===== config.mk =====
export PLATFORM = sky130hd
export DESIGN_NAME = banked_regfile
export DESIGN_NICKNAME = d
export VERILOG_FILES = /design/src/rtl/banked_regfile.sv
export SDC_FILE = /design/constraint.sdc
export NUM_CORES = 2
export LEC_CHECK = 0
export ABC_CLOCK_PERIOD_IN_PS = 7700
export CAP_MARGIN = 20
export CORE_MARGIN = 1
export CORE_UTILIZATION = 30
export CTS_CLUSTER_SIZE = 8
export DETAILED_ROUTE_END_ITERATION = 8
export DONT_BUFFER_PORTS = 1
export PLACE_DENSITY = 0.56
export SYNTH_ARGS = -nofsm -noshare
export SYNTH_HDL_FRONTEND = slang
export SYNTH_SLANG_ARGS = --single-unit

===== constraint.sdc =====
create_clock -name clk -period 7.7 [get_ports clk]
set_input_delay 1.155 -clock clk [delete_from_list [all_inputs] [get_ports clk]]
set_output_delay 1.155 -clock clk [all_outputs]
set_load 0.005 [all_outputs]

===== src/rtl/banked_regfile.sv =====
module banked_regfile #(
  parameter int W = 32
) (
  input  logic         clk,
  input  logic         rst_n,
  input  logic [3:0]   rd_a_idx,
  output logic [W-1:0] rd_a_data,
  input  logic [3:0]   rd_b_idx,
  output logic [W-1:0] rd_b_data,
  input  logic         wr_en,
  input  logic [3:0]   wr_idx,
  input  logic [W-1:0] wr_data,
  input  logic         user_view,
  input  logic         sr_wr_en,
  input  logic         sr_target_saved,
  input  logic [31:0]  sr_wr_data,
  output logic [31:0]  sr_live,
  output logic [31:0]  sr_saved,
  output logic         mode_err
);
  localparam logic [4:0] M_USR = 5'b10000;
  localparam logic [4:0] M_FIQ = 5'b10001;
  localparam logic [4:0] M_IRQ = 5'b10010;
  localparam logic [4:0] M_SVC = 5'b10011;
  localparam logic [4:0] M_ABT = 5'b10111;
  localparam logic [4:0] M_UND = 5'b11011;
  localparam logic [4:0] M_SYS = 5'b11111;
  localparam int NSP = 6;
  localparam int NSV = NSP - 1;

  logic [W-1:0] gen_q [0:7];
  logic [W-1:0] pc_q;
  logic [W-1:0] hi_q [0:1][0:4];
  logic [W-1:0] sp_q [0:NSP-1][0:1];
  logic [31:0]  sv_q [0:NSV-1];
  logic [31:0]  sr_q;
  logic         err_q;

  function automatic logic [2:0] bank_of(input logic [4:0] m);
    case (m)
      M_SVC:   return 3'd1;
      M_ABT:   return 3'd2;
      M_UND:   return 3'd3;
      M_IRQ:   return 3'd4;
      M_FIQ:   return 3'd5;
      default: return 3'd0;
    endcase
  endfunction

  function automatic logic legal(input logic [4:0] m);
    return m == M_USR || m == M_FIQ || m == M_IRQ || m == M_SVC ||
           m == M_ABT || m == M_UND || m == M_SYS;
  endfunction

  logic [2:0] cur_bank;
  logic       hi_sel;
  logic [2:0] sp_sel;

  assign cur_bank = bank_of(sr_q[4:0]);
  assign hi_sel   = (sr_q[4:0] == M_FIQ) && !user_view;
  assign sp_sel   = user_view ? 3'd0 : cur_bank;

  function automatic logic [W-1:0] pick(input logic [3:0] idx);
    if (idx == 4'd15)     return pc_q;
    else if (!idx[3])     return gen_q[idx[2:0]];
    else if (idx <= 4'd12) return hi_q[hi_sel][idx[2:0]];
    else                  return sp_q[sp_sel][idx[1]];
  endfunction

  assign rd_a_data = pick(rd_a_idx);
  assign rd_b_data = pick(rd_b_idx);
  assign sr_live   = sr_q;
  assign sr_saved  = (cur_bank == 3'd0) ? 32'd0 : sv_q[cur_bank - 3'd1];
  assign mode_err  = err_q;

  always_ff @(posedge clk or negedge rst_n) begin
    if (!rst_n) begin
      for (int i = 0; i < 8; i++) gen_q[i] <= '0;
      for (int i = 0; i < 5; i++) begin
        hi_q[0][i] <= '0;
        hi_q[1][i] <= '0;
      end
      for (int i = 0; i < NSP; i++) begin
        sp_q[i][0] <= '0;
        sp_q[i][1] <= '0;
      end
      for (int i = 0; i < NSV; i++) sv_q[i] <= '0;
      pc_q  <= '0;
      sr_q  <= 32'h0000_001F;
      err_q <= 1'b0;
    end else begin
      err_q <= 1'b0;
      if (wr_en) begin
        if (wr_idx == 4'd15)       pc_q <= wr_data;
        else if (!wr_idx[3])       gen_q[wr_idx[2:0]] <= wr_data;
        else if (wr_idx <= 4'd12)  hi_q[hi_sel][wr_idx[2:0]] <= wr_data;
        else                       sp_q[sp_sel][wr_idx[1]] <= wr_data;
      end
      if (sr_wr_en) begin
        if (sr_target_saved) begin
          if (cur_bank != 3'd0) sv_q[cur_bank - 3'd1] <= sr_wr_data;
        end else if (legal(sr_wr_data[4:0])) begin
          sr_q <= sr_wr_data;
        end else begin
          err_q <= 1'b1;
        end
      end
    end
  end

  // rejected mode leaves the status word alone and flags it
  a_r8_bad_mode_rejected: assert property (@(posedge clk) disable iff (!rst_n)
    sr_wr_en && !sr_target_saved && !legal(sr_wr_data[4:0])
    |=> mode_err && $stable(sr_live));

  // a legal live write commits in full on the next cycle
  a_r6_live_commit: assert property (@(posedge clk) disable iff (!rst_n)
    sr_wr_en && !sr_target_saved && legal(sr_wr_data[4:0])
    |=> sr_live == $past(sr_wr_data) && !mode_err);

  // the current mode is always a legal encoding
  a_r6_mode_legal: assert property (@(posedge clk) disable iff (!rst_n)
    legal(sr_live[4:0]));

  // no saved status is visible in user or system mode
  a_r5_no_saved_unpriv: assert property (@(posedge clk) disable iff (!rst_n)
    (sr_live[4:0] == M_USR || sr_live[4:0] == M_SYS) |-> sr_saved == 32'd0);

  // the error flag only follows a status write
  a_r8_err_cause: assert property (@(posedge clk) disable iff (!rst_n)
    !sr_wr_en |=> !mode_err);
endmodule


==> impl_metrics.csv <==
group,metric,value,unit
final_layout,syn2layout_area_growth,12.1,%
critical_path,rr_worst_depth,7,
critical_path,crit_top_cell,"buf_4",
global_routing,grt_use_total,20.2,%
sta,setup_viol,0,
critical_path,cp-start-kind,"flip-flop",
final_layout,nets,4427,
cts,clock-sinks,1185,
critical_path,path_class,"flip-flop to output port",
critical_path,worstPathMaxFanout,34,
critical_path,crit_slowest_cell,"dfstp_2",
synth,ys.flop_type,"dfrtp_1",
critical_path,worstPathRequired,6.55,ns
cts,cts_buffers,168,
sta,fin_worst_skew,0.0644,ns
floorplan,io_pins,211,
power,vdd_drop_max,0.206,mV
synth,synthArstFlopShare,100,%
place,hpwlAfterDp,115,mm
synth,synth_top_area_share,51.0,%
synth,syn_area_per_cell,12.8,um2
global_routing,overflow,0,
final_layout,layout-drive-gt1-share,35.8,%
sta,slew_violations,0,
power,p_leak,28.6,nW
critical_path,arrival,4.67,ns
synth,ys_types,74,
cts,htree_num_levels,4,
sta,finalSetupTns,0,ns
cts,clock-root-buffer,"clkbuf_16",
detailed_routing,first_iter_violations,4124,
place,finalWeightedCongestion,0.868,
detailed_routing,wl_per_cell,28.9,um
final_layout,fillCellCount,18727,
power,pwr_density_cell,275,mW/mm2
final_layout,fin_cells,6884,
min_path,hold_path.class,"primary input to async pin",
global_routing,grt_pass1_wl,289,mm
synth,synth_edf_count,0,
detailed_routing,wirelength,199,mm
cts,cts_tree,"yes",
floorplan,die_area,0.195,mm2
sta,slew_headroom,7.35,%
job,max_cap_violations,0,
detailed_routing,post-route-drc-count,0,
detailed_routing,drt-pass1-iter-count,7,
critical_path,critical_path.max_stage_delay,0.72,ns
global_routing,antenna_found_initial,4,
synth,synth_warnings,0,
synth,synth_area,0.0579,mm2
cts,postCtsSetupRepairBufs,0,
global_routing,grt_max_degree,231,
sta,hold_violations,0,
detailed_routing,ant_nets,0,
place,port_buffers,0,
outcome,status,"completed",
sta,period_needed,5.82,ns
critical_path,path_cells,"nand4bb_2, nor2_4, buf_4, buf_4, nand2_1, a31oi_1, a41oi_1, o221ai_1",
place,dp.cells,6680,
synth,ys_seq_area_share,51.2,%
floorplan,die_w,441,um
floorplan,core_area,0.191,mm2
synth,synth_fp_nets,4622,
floorplan,initial_core_util,30.3,%
sta,fin_crit_sh,75.6,%
sta,worstMarginPinSlew,1.39,ns
sta,fmax,172,MHz
synth,netlist_top_cells_area,"dfrtp_1 51%, mux2_2 21%, mux4_2 5.2%",
critical_path,endpoint_kind,"output port",
floorplan,die_h,441,um
synth,ys_seq_elements,1185,
synth,syn_inst,4538,
synth,yosysTopAreaCell,"dfrtp_1",
cts,cts_hold_buf,1,
floorplan,rows,160,
cts,cts_max_path_buffers,3,
cts,cts-resized-gates,0,
detailed_routing,via_per_inst,5.83,
detailed_routing,num_vias,40120,
cts,clkTransAtPathRegs,0.05,ns
sta,rsz0062_at_grt,"no",
global_routing,grt_pass1_vias,40994,
cts,clk-insertion-delay-late,0.83,ns
[path summary, 6_finish.rpt]
path	start	end	slack, ns
max	sr_live[0]$_DFFE_PN1P_	rd_a_data[14]	1.88
min	rst_n	gen_q[239]$_DFFE_PN0P_	0.16
max reg2reg	sr_live[0]$_DFFE_PN1P_	hi_q[122]$_DFFE_PN0P_	3.25
min reg2reg	sv_q[113]$_DFFE_PN0P_	sv_q[113]$_DFFE_PN0P_	0.48
max in group asynchronous	rst_n	sv_q[135]$_DFFE_PN0P_	4.74
min in group clk	sr_target_saved	mode_err$_DFF_PN0_	0.41
[flip-flops by register name, indices dropped and copies added (netlist names)]
signal and count:
sp_q 384, hi_q 320, gen_q 256, sv_q 160, pc_q 32, sr_live 32, mode_err 1
[worst max-delay path, delay by kind of cell, from the launching register on]
| kind | cells | cell delay [ns] |
|---|---|---|
| DFF | 1 | 0.72 |
| and+or+nand+nor | 3 | 1.12 |
| buffers and inverters | 2 | 0.98 |
| AOI/OAI and AO/OA | 3 | 1.01 |
[final cells by class]
cell class | instances | area, um2 | area share [%]
flip-flops and latches | 1185 | 29700 | 45.7
diodes | 4 | 10.0 | 0.0154
clock buffers | 178 | 4260 | 6.57
clock inverters | 18 | 382 | 0.588
well taps | 2511 | 3140 | 4.84
inverters | 33 | 124 | 0.191
repair buffers | 89 | 866 | 1.33
multi-input cells | 2866 | 26400 | 40.7
[stage by stage]
stage / worst slack [ns] / util, % / hold slack [ns] / cell area (um2) / power [mW]
CTS: 1.87 / 33.9 / 0.0995 / 64800 / 18.0
global route: 1.76 / 34.0 / 0.140 / 64900 / 18.6
floorplan: 3.75 / - / 0.458 / 57900 / 10.2
detailed placement: 2.47 / 31.5 / 0.476 / 60100 / 11.2
finish: 1.88 / 34.0 / 0.159 / 64900 / 17.9
global placement: 2.50 / 31.5 / 0.470 / 60100 / 11.0
[placed cells by master (no fill, tap or decap), drive strengths merged, types with 28 or more instances in the layout]
cell type	instances
inv	37
o211a	28
a31oi	56
mux4	133
nor2	127
a21o	32
o221ai	58
and3	37
a222oi	48
mux2	1192
a41oi	38
dfrtp	1180
buf	89
a22o	55
nand3	212
clkbuf	178
mux2i	70
a22oi	94
nand2	259
o21ai	142
[per-layer routing]
layer / GRT usage (%) / share of wire, %
met1: 26.0 / 41
met2: 31.5 / 46
met3: 4.76 / 8.2
met4: 10.3 / 5.1
met5: 0 / 0.015
[where the power goes]
group / internal [mW] / switching (mW) / total [mW]
sequential: 7.26 / 0.624 / 7.88
combinational: 1.58 / 1.65 / 3.23
clock: 3.91 / 2.84 / 6.76
[cell usage after synthesis (56+ instances only)]
| master | number |
|---|---|
| mux4_2 | 133 |
| a22oi_1 | 94 |
| clkbuf_1 | 264 |
| o221ai_1 | 58 |
| a31oi_1 | 56 |
| dfrtp_1 | 1180 |
| mux2_1 | 127 |
| o21ai_0 | 139 |
| buf_2 | 124 |
| mux2_2 | 1065 |
| nor2_1 | 123 |
| nand3_1 | 212 |
| mux2i_1 | 70 |
| nand2_1 | 258 |
[cell families (layout without fill, tap and decap cells)]
family                     after synthesis  count (layout)  synth area share, %
and+or+nand+nor                        735             735                 5.96
DFF                                   1185            1185                 51.2
other                                    0               4                    0
buffers and inverters                  487             318                 3.61
muxes                                 1395            1395                 29.6
AOI/OAI and AO/OA                      731             731                 9.52
adders and majority gates                2               2               0.0432
xor gates and xnor gates                 3               3               0.0454
Note: power is estimated with default switching activity, not from simulation.
